<file path="config.mk">
export PLATFORM = sky130hd
export DESIGN_NAME = flash_status_resp
export DESIGN_NICKNAME = d
export VERILOG_FILES = /design/src/rtl/fsr_pkg.sv /design/src/rtl/fsr_sync.sv /design/src/rtl/fsr_cmd_rx.sv /design/src/rtl/fsr_data_tx.sv /design/src/rtl/flash_status_resp.sv
export SDC_FILE = /design/constraint.sdc
export NUM_CORES = 1
export LEC_CHECK = 0
export BUFFER_PORTS_ARGS = -buffer_cell sky130_fd_sc_hd__buf_2
export CORE_MARGIN = 1.5
export CORE_UTILIZATION = 50
export DETAILED_ROUTE_END_ITERATION = 6
export GPL_TIMING_DRIVEN = 0
export PLACE_DENSITY = 0.82
export RECOVER_POWER = 25
export SKIP_LAST_GASP = 1
export SLEW_MARGIN = 30
export SYNTH_ARGS = -nofsm -noshare
export SYNTH_HDL_FRONTEND = slang
export SYNTH_SLANG_ARGS = --single-unit
</file>
<file path="constraint.sdc">
create_clock -name clk -period 3.1 [get_ports clk]
set_input_delay 0.155 -clock clk [delete_from_list [all_inputs] [get_ports clk]]
set_output_delay 0.155 -clock clk [all_outputs]
set_load 0.01 [all_outputs]
</file>
<file path="src/rtl/fsr_pkg.sv">
package fsr_pkg;
  localparam int BYTE_W = 8;
  localparam int LANES  = 4;

  typedef enum logic [1:0] {
    LM_SINGLE = 2'd0,
    LM_DUAL   = 2'd1,
    LM_QUAD   = 2'd2
  } lane_mode_e;

  function automatic lane_mode_e decode_mode(input logic [1:0] code);
    case (code)
      2'd0:    return LM_SINGLE;
      2'd1:    return LM_DUAL;
      default: return LM_QUAD;
    endcase
  endfunction

  function automatic logic [3:0] lane_count(input lane_mode_e m);
    case (m)
      LM_SINGLE: return 4'd1;
      LM_DUAL:   return 4'd2;
      default:   return 4'd4;
    endcase
  endfunction

  function automatic logic [LANES-1:0] oe_mask(input lane_mode_e m);
    case (m)
      LM_SINGLE: return 4'b0010;
      LM_DUAL:   return 4'b0011;
      default:   return 4'b1111;
    endcase
  endfunction

  // right-aligned input bits taken on one rising edge
  function automatic logic [3:0] gather(input lane_mode_e m, input logic [LANES-1:0] dq);
    case (m)
      LM_SINGLE: return {3'b000, dq[0]};
      LM_DUAL:   return {2'b00, dq[1:0]};
      default:   return dq;
    endcase
  endfunction

  // place the top nibble of the outgoing byte on the lanes
  function automatic logic [LANES-1:0] scatter(input lane_mode_e m, input logic [3:0] top);
    case (m)
      LM_SINGLE: return {2'b00, top[3], 1'b0};
      LM_DUAL:   return {2'b00, top[3:2]};
      default:   return top;
    endcase
  endfunction
endpackage

</file>
<file path="src/rtl/fsr_sync.sv">
module fsr_sync #(
  parameter int W = 1,
  parameter int STAGES = 2,
  parameter logic [W-1:0] RESET_VAL = '0
) (
  input  logic         clk,
  input  logic         rst,
  input  logic [W-1:0] d,
  output logic [W-1:0] q
);
  logic [W-1:0] pipe [STAGES];

  for (genvar i = 0; i < STAGES; i++) begin : g_stage
    if (i == 0) begin : g_first
      always_ff @(posedge clk) begin
        if (rst) pipe[i] <= RESET_VAL;
        else     pipe[i] <= d;
      end
    end else begin : g_next
      always_ff @(posedge clk) begin
        if (rst) pipe[i] <= RESET_VAL;
        else     pipe[i] <= pipe[i-1];
      end
    end
  end

  assign q = pipe[STAGES-1];
endmodule

</file>
<file path="src/rtl/fsr_cmd_rx.sv">
module fsr_cmd_rx
  import fsr_pkg::*;
#(
  parameter logic [BYTE_W-1:0] OP_STATUS = 8'h05,
  parameter logic [BYTE_W-1:0] OP_FLAG   = 8'h70
) (
  input  logic             clk,
  input  logic             rst,
  input  logic             sel_n,
  input  logic             rise,
  input  lane_mode_e       mode,
  input  logic [LANES-1:0] lanes_in,
  output logic             start,
  output logic             use_flag
);
  localparam int CNT_W = $clog2(BYTE_W) + 1;

  logic [CNT_W-1:0]  cnt, cnt_nxt;
  logic [BYTE_W-1:0] op, op_nxt;
  logic              done;
  logic [3:0]        w;

  always_comb begin
    w       = lane_count(mode);
    op_nxt  = (op << w) | BYTE_W'(gather(mode, lanes_in));
    cnt_nxt = cnt + CNT_W'(w);
  end

  always_ff @(posedge clk) begin
    if (rst || sel_n) begin
      cnt      <= '0;
      op       <= '0;
      done     <= 1'b0;
      start    <= 1'b0;
      use_flag <= 1'b0;
    end else begin
      start <= 1'b0;
      if (rise && !done) begin
        op  <= op_nxt;
        cnt <= cnt_nxt;
        if (cnt_nxt == CNT_W'(BYTE_W)) begin
          done <= 1'b1;
          if (op_nxt == OP_STATUS) begin
            start    <= 1'b1;
            use_flag <= 1'b0;
          end else if (op_nxt == OP_FLAG) begin
            start    <= 1'b1;
            use_flag <= 1'b1;
          end
        end
      end
    end
  end

  // a deselected bus never launches a read
  p_no_start_deselected_r2: assert property (@(posedge clk) disable iff (rst)
    sel_n |=> !start);
  // a decode always follows a sampled rising edge
  p_start_after_rise_r6: assert property (@(posedge clk) disable iff (rst)
    start |-> $past(rise));
endmodule

</file>
<file path="src/rtl/fsr_data_tx.sv">
module fsr_data_tx
  import fsr_pkg::*;
(
  input  logic              clk,
  input  logic              rst,
  input  logic              sel_n,
  input  logic              start,
  input  logic              use_flag,
  input  logic              fall,
  input  lane_mode_e        mode,
  input  logic [BYTE_W-1:0] stat_val,
  input  logic [BYTE_W-1:0] flag_val,
  output logic [LANES-1:0]  dq_out,
  output logic [LANES-1:0]  dq_oe
);
  localparam int CNT_W = $clog2(BYTE_W) + 1;

  logic              active;
  logic [BYTE_W-1:0] sh, src;
  logic [CNT_W-1:0]  left;
  logic [3:0]        w;

  always_comb begin
    w   = lane_count(mode);
    src = (left == '0) ? (use_flag ? flag_val : stat_val) : sh;
  end

  always_ff @(posedge clk) begin
    if (rst || sel_n) begin
      active <= 1'b0;
      sh     <= '0;
      left   <= '0;
      dq_out <= '0;
      dq_oe  <= '0;
    end else if (start) begin
      active <= 1'b1;
      left   <= '0;
    end else if (fall && active) begin
      dq_out <= scatter(mode, src[BYTE_W-1 -: 4]);
      dq_oe  <= oe_mask(mode);
      sh     <= src << w;
      left   <= (left == '0) ? CNT_W'(BYTE_W) - CNT_W'(w) : left - CNT_W'(w);
    end
  end

  // lanes only move on a falling serial edge
  p_hold_between_falls_r8: assert property (@(posedge clk) disable iff (rst)
    (!fall && !sel_n) |=> $stable(dq_out));
  // drive begins right after a falling edge
  p_drive_after_fall_r8: assert property (@(posedge clk) disable iff (rst)
    $rose(|dq_oe) |-> $past(fall));
endmodule

</file>
<file path="src/rtl/flash_status_resp.sv">
module flash_status_resp
  import fsr_pkg::*;
#(
  parameter int SYNC_STAGES = 2,
  parameter logic [7:0] OP_STATUS = 8'h05,
  parameter logic [7:0] OP_FLAG   = 8'h70
) (
  input  logic       clk,
  input  logic       rst,
  input  logic       cs_n,
  input  logic       sck,
  input  logic [3:0] dq_in,
  input  logic [1:0] mode_sel,
  input  logic [7:0] status_val,
  input  logic [7:0] flag_val,
  output logic [3:0] dq_out,
  output logic [3:0] dq_oe
);
  localparam int PIN_W = 2 + LANES;

  logic [PIN_W-1:0] pins_s;
  logic             s_cs, s_sck, cs_q, sck_q;
  logic [LANES-1:0] s_dq;
  logic             rise, fall, start, use_flag;
  lane_mode_e       mode_l;

  fsr_sync #(.W(PIN_W), .STAGES(SYNC_STAGES),
             .RESET_VAL({1'b1, 1'b0, {LANES{1'b0}}})) u_sync (
    .clk(clk), .rst(rst), .d({cs_n, sck, dq_in}), .q(pins_s));

  assign {s_cs, s_sck, s_dq} = pins_s;

  always_ff @(posedge clk) begin
    if (rst) begin
      cs_q   <= 1'b1;
      sck_q  <= 1'b0;
      mode_l <= LM_SINGLE;
    end else begin
      cs_q  <= s_cs;
      sck_q <= s_sck;
      if (cs_q && !s_cs) mode_l <= decode_mode(mode_sel);
    end
  end

  assign rise = s_sck && !sck_q;
  assign fall = !s_sck && sck_q;

  fsr_cmd_rx #(.OP_STATUS(OP_STATUS), .OP_FLAG(OP_FLAG)) u_cmd (
    .clk(clk), .rst(rst), .sel_n(s_cs), .rise(rise), .mode(mode_l),
    .lanes_in(s_dq), .start(start), .use_flag(use_flag));

  fsr_data_tx u_tx (
    .clk(clk), .rst(rst), .sel_n(s_cs), .start(start), .use_flag(use_flag),
    .fall(fall), .mode(mode_l), .stat_val(status_val), .flag_val(flag_val),
    .dq_out(dq_out), .dq_oe(dq_oe));

  // a deselected bus leaves all lanes released
  p_release_on_deselect_r11: assert property (@(posedge clk) disable iff (rst)
    s_cs |=> (dq_oe == '0));
  // the latched mode moves only while select is high or falling
  p_mode_frozen_r12: assert property (@(posedge clk) disable iff (rst)
    (!s_cs && !cs_q) |=> $stable(mode_l));
endmodule

</file>
### Word level (Yosys, flattened, before mapping)

Memories as Yosys holds them, arrays and structs flattened.
Index checks and enable logic that the tools add are counted.

| cells by class | value |
|---|---|
| add/sub/neg operators | 3 |
| equal/unequal tests | 5 |
| shift-type cells | 2 |
| mux-type cells | 17 |
| bitwise operators | 6 |
| reduce and logical (&&, ||, !) cells | 19 |

Operators by type and width:

| kind | count |
|---|---|
| one-hot mux 4 bit (2 select lines) | 3 |
| 2-to-1 mux 8 bit | 2 |
| left shift 8 x 3 -> 8 bit | 2 |
| 2-to-1 mux 6 bit | 2 |
| == test 8 x 3 -> 1 bit, second input constant | 1 |
| == test 8 x 7 -> 1 bit, second input constant | 1 |
| bitwise OR 8 x 4 -> 8 bit | 1 |
| 2-to-1 mux 1 bit | 7 |
| one-hot mux 3 bit (2 select lines) | 1 |
| logical AND 1 bit | 5 |
| adder 4 x 3 -> 4 bit | 1 |
| == test 2 x 1 -> 1 bit, second input constant | 2 |
| == test 4 bit, second input constant | 1 |
| logical NOT 1 bit | 4 |
| logical NOT 2 bit | 2 |
| logical NOT 4 bit | 1 |
| 2-to-1 mux 4 bit | 1 |
| one-hot mux 2 bit (2 select lines) | 1 |
| AND reduction 2 bit | 2 |
| subtractor 4 x 3 -> 4 bit | 1 |
| subtractor 4 x 3 -> 4 bit, first input constant | 1 |
| NOT 1 bit | 3 |
| AND reduction 3 bit | 1 |
| OR reduction 3 bit | 1 |
| other kinds (4) | 5 |

| storage, ports and cells | value |
|---|---|
| register bits after elaboration | 40 |
| memory bits (writable) | 12 |
| input bits | 26 |
| output and inout port bits | 8 |
| word-level logic and storage cells | 66 |
| memories kept | 1 |

Memory list:

| name | words | width | rd ports | clocked after Yosys merged registers in | wr ports | line | RTL |
|---|---|---|---|---|---|---|---|
| u_sync.pipe | 2 | 6 | 2 | 0 | 2 | fsr_sync.sv:11 | `logic [W-1:0] pipe [STAGES];` |

### Longest topological paths before layout

| logic depth | value |
|---|---|
| depth after elaboration | 7 |
| depth in mapped cells | 10 |
| depth with buffers taken out | 9 |

### Cells and area by module

A second synthesis with hierarchy kept.

| unflattened totals | value |
|---|---|
| cell total of the unflattened synthesis | 271 |
| area total of the unflattened synthesis | 2590.0 sq um |

Modules (own cells, without submodules):

| module | times used | cells an instance | area an instance (sq um) | sequential area each (sq um) |
|---|---|---|---|---|
| fsr_data_tx | 1 | 127 | 1204.9 | 400.4 |
| fsr_cmd_rx | 1 | 105 | 905.9 | 280.3 |
| fsr_sync | 1 | 25 | 326.6 | 240.2 |
| flash_status_resp | 1 | 14 | 152.6 | 80.1 |

### Worst setup path before layout

Ideal clock, no wire load.

| timing path | value |
|---|---|
| kind | register -> register |
| start point | reg mode_l[1] |
| end point | reg u_cmd.use_flag |
| setup time | 139 ps |
| arrival time | 2156 ps |
| required time | 2961 ps |
| setup slack | 806 ps |
| stages on the path, launching flop included | 11 |
| path buffers | 1 |
| clock period less this slack | 2294 ps |
| cell sequence | dfxtp_1 inv_1 buf_1 nand2_1 xnor2_1 ha_1 nor3b_1 a311o_1 a21oi_2 and4_1 a221oi_2 |

| on the way | value |
|---|---|
| word-level cells in the longest chain between the ends | 7 |
| elaborated cells between the ends (all ways) | 13 |
| those cells by class | add/sub (1); eq/ne (4); shift (1); mux (3); bitwise (1); reduce/logical (3) |

RTL lines:

| what | line | RTL |
|---|---|---|
| from (decl) | flash_status_resp.sv:25 | `lane_mode_e mode_l;` |
| from (signal assigned) | flash_status_resp.sv:41 | `if (cs_q && !s_cs) mode_l <= decode_mode(mode_sel);` |
| == test 2 x 1 -> 1 bit or logical NOT 2 bit (tied branches) | fsr_pkg.sv:20, fsr_pkg.sv:37 |  |
| one-hot mux 3 bit (2 select lines) | fsr_pkg.sv:20 | `case (m)` |
| left shift 8 x 3 -> 8 bit | fsr_cmd_rx.sv:25 | `op_nxt = (op << w) \| BYTE_W'(gather(mode, lanes_in));` |
| bitwise OR 8 x 4 -> 8 bit | fsr_cmd_rx.sv:25 |  |
| == test 8 x 7 -> 1 bit or == test 8 x 3 -> 1 bit (tied branches) | fsr_cmd_rx.sv:46, fsr_cmd_rx.sv:43 |  |
| nonzero test 2 bit (no source line) | n/a |  |
| AND reduction 3 bit (no source line) | n/a |  |
| to (signal assigned) | fsr_cmd_rx.sv:35 | `use_flag <= 1'b0;` |
| to (signal assigned) | fsr_cmd_rx.sv:45 | `use_flag <= 1'b0;` |
| to (signal assigned) | fsr_cmd_rx.sv:48 | `use_flag <= 1'b1;` |
| to (decl) | fsr_cmd_rx.sv:14 | `output logic use_flag` |

Parallel ways exist; a longest one is shown, timed or not.
A chain may end at the register's enable or synchronous reset.

### Worst setup path after layout

Same ends and word-level chain as after synthesis.

==> run_results.csv <==
group,metric,value,unit
global_routing,grt_overflow,0,
die,coreArea,0.00475,mm²
power_and_ir_drop,ir_drop,356,µV
timing,finalMaxSlewViolations,0,
synth,synth_top_cell_by_area,"dfxtp_1",
clock_network,numCtsBuffers,5,
synth,synth.cell_area,0.00248,mm²
timing,rsz0062_at_grt,"no",
synth,ys_warn_count,0,
layout,finalInstanceArea,0.00281,mm²
critical_path,worst-r2r-setup-slack,0.45,ns
power_and_ir_drop,clockPowerShare,33.2,%
timing,worst_slew_pin_slew,0.494,ns
place,hpwl,3.77,mm
synth,avgSynthCellArea,9.18,µm²
route,antenna_left,0,
min_path,min_path_type,"primary input to flip-flop",
power_and_ir_drop,power,0.00111,W
global_routing,grt_max_degree,15,
layout,syn_to_final_growth,13.2,%
clock_network,root_buffer,"clkbuf_8",
die,die-height,73.4,µm
synth,synth_area_leaders,"dfxtp_1 40%, mux2i_1 9.7%, nor2_1 6.2%, mux2_2 3.6%, nor2b_1 3.3%",
layout,diodes,0,
route,vias,2025,
synth,postSynthCellCount,270,
synth,synth_top_cell_area_share,40.4,%
timing,fin_setup_tns,0,ns
power_and_ir_drop,power.internal,0.000846,W
timing,timing.final.crit_period,2.65,ns
critical_path,critPathKind,"flip-flop to flip-flop",
route,drtIter0Drc,151,
route,drt_wl_total,5.22,mm
layout,postLayoutCoreUtil,59.0,%
power_and_ir_drop,leakage,1.09,nW
layout,drive_above_1_share,21.9,%
place,place_congestion,0.931,
timing,skew,0.0113,ns
critical_path,worstSetupEndpointType,"flip-flop",
place,placement.cell_area,0.00273,mm²
clock_network,cts_buffer_depth,2,
synth,synth-seq-cells,50,
timing,post-route-period-util,85.4,%
synth,synth-main-ff-cell,"dfxtp_1",
synth,yosysMostFrequentCell,"dfxtp_1",
critical_path,path_max_fanout,10,
clock_network,cts_sinks,50,
route,drc_errors,0,
critical_path,cp.required,3.33,ns
clock_network,cts_tree,"built",
critical_path,critical_path_arrival,2.87,ns
clock_network,clkLatencyLatePin,0.31,ns
timing,fmax,0.378,GHz
global_routing,grt_pass1_wl,8.97,mm
power_and_ir_drop,seqPwrFrac,59.2,%
synth,syn_nets,299,
die,design.die.area,0.00539,mm²
layout,layout.cells.non_filler,377,
die,die_w,73.4,µm
global_routing,grt.total_usage,21.6,%
synth,ys_seq_area_share,40.4,%
synth,ys_types,55,
die,ios,34,
synth,synthTopCellsByCount,"50 x dfxtp_1, 41 x nor2_1, 24 x mux2i_1",
synth,async_flop_share,0,%
die,row_count,25,
route,wl_per_cell,13.8,µm
global_routing,grt_pass1_vias,1951,
global_routing,antenna_found_initial,0,
timing,hold_viol_final,0,
power_and_ir_drop,power_density,394,mW/mm²
run,drv_cap,0,
clock_network,clk_pin_slew_worst_paths,0.09,ns
die,start_util,52.1,%
layout,fin_nets,339,
synth,synth-edff-count,0,
critical_path,cp-start-kind,"flip-flop",
route,drt_first_pass_iters,4,
clock_network,htree_levels,2,
power_and_ir_drop,power_frac_comb,7.6,%
timing,finalSetupViolations,0,
power_and_ir_drop,sw_frac_of_total,23.5,%
clock_network,postCtsHoldBufs,0,
timing,slew_headroom,67.1,%
outcome,status,"complete, no violations",
place,dp_cells,370,
route,routed_via_density,5.37,
place,numPortBuffers,33,
power_and_ir_drop,power.net_switching,0.000260,W
## worst max-delay path, stage by stage (launching register included)
cell and delay, ns:
dfxtp_1 0.37, inv_1 0.19, clkbuf_2 0.29, nand2_1 0.22, xnor2_1 0.18, ha_1 0.28, a31oi_1 0.20, nand3_1 0.15
nor4_2 0.31, nand4_1 0.15, a221oi_2 0.24
## layout make-up
| type | instances | area, µm² |
|---|---|---|
| fill | 423 | 1950 |
| multi-input combinational | 195 | 1340 |
| sequential | 50 | 1000 |
| timing repair buffer | 33 | 163 |
| buffer | 18 | 118 |
| tap | 67 | 83.8 |
| clock buffer | 6 | 72.6 |
| inverter | 7 | 26.3 |
| clock inverter | 1 | 7.51 |
## stage by stage
stage                     hold slack (ns)  setup WS (ns)
final                              0.0300          0.454
after global routing               0.0167          0.255
after CTS                          0.0248          0.294
after detailed placement            0.343          0.351
after global placement              0.340          0.431
after floorplan                     0.227          0.806
## layout by cell type (no fill, tap or decap), types with 7 or more instances in the layout
cell and count:
a21oi_1 14, buf_2 34, clkbuf_1 9, dfxtp_1 50, inv_1 7, mux2_2 8, mux2i_1 24, nand2_1 13
nor2_1 41, nor2b_1 13
## metal layers
| layer | part of all wire, % | vias up | track usage [%] | wire, µm |
|---|---|---|---|---|
| met1 | 46 | 930 | 27.9 | 2390 |
| met2 | 47 | 67 | 34.6 | 2430 |
| met3 | 5.8 | 10 | 4.94 | 304 |
| met4 | 1.9 | 0 | 9.05 | 97 |
| met5 | 0 | - | 0 | 0 |
| li1 | - | 1018 | - | - |
## sequential cells by signal, summed over array words and instances, names as in the netlist, 2 cells and up
name	flops
mode_l	2
u_cmd.cnt	4
u_cmd.op	7
u_sync.pipe	12
u_tx.dq_oe	3
u_tx.dq_out	4
u_tx.left	4
u_tx.sh	8
## power by group through the flow
stage / registers (W) / logic (W) / clock network [W]
2_1_floorplan: 0.000668 / 0.0000544 / 0
4_1_cts: 0.000654 / 0.0000838 / 0.000371
3_3_place_gp: 0.000669 / 0.0000807 / 0
6_report: 0.000655 / 0.0000841 / 0.000368
5_1_grt: 0.000656 / 0.0000921 / 0.000396
3_5_place_dp: 0.000669 / 0.0000833 / 0
## cells by family (layout without fill, tap and decap cells)
| group | after synthesis | in the layout | share of synthesized area (%) |
|---|---|---|---|
| AND/OR/NAND/NOR | 100 | 100 | 21.4 |
| multiplexers | 33 | 33 | 13.9 |
| XOR/XNOR | 7 | 7 | 2.78 |
| buffers and inverters | 25 | 65 | 5.75 |
| adder cells (fa/ha/maj) | 3 | 3 | 1.51 |
| flip-flops | 50 | 50 | 40.4 |
| AO/OA/AOI/OAI | 52 | 52 | 14.3 |
## path summary, 6_finish.rpt
path,startpoint,depth (start not counted),end
max,mode_l[1],10,u_cmd.use_flag
min,cs_n,2,u_sync.pipe[0][5]
max reg2reg,mode_l[1],10,u_cmd.use_flag
min reg2reg,u_sync.pipe[0][1],1,u_sync.pipe[1][1]
## repair_timing
action / in CTS / in global routing
buffers inserted: 0 / 0
setup endpoints to repair: 0 / 1
resized for setup: 0 / 1
Power figures use the tool's default switching activity.
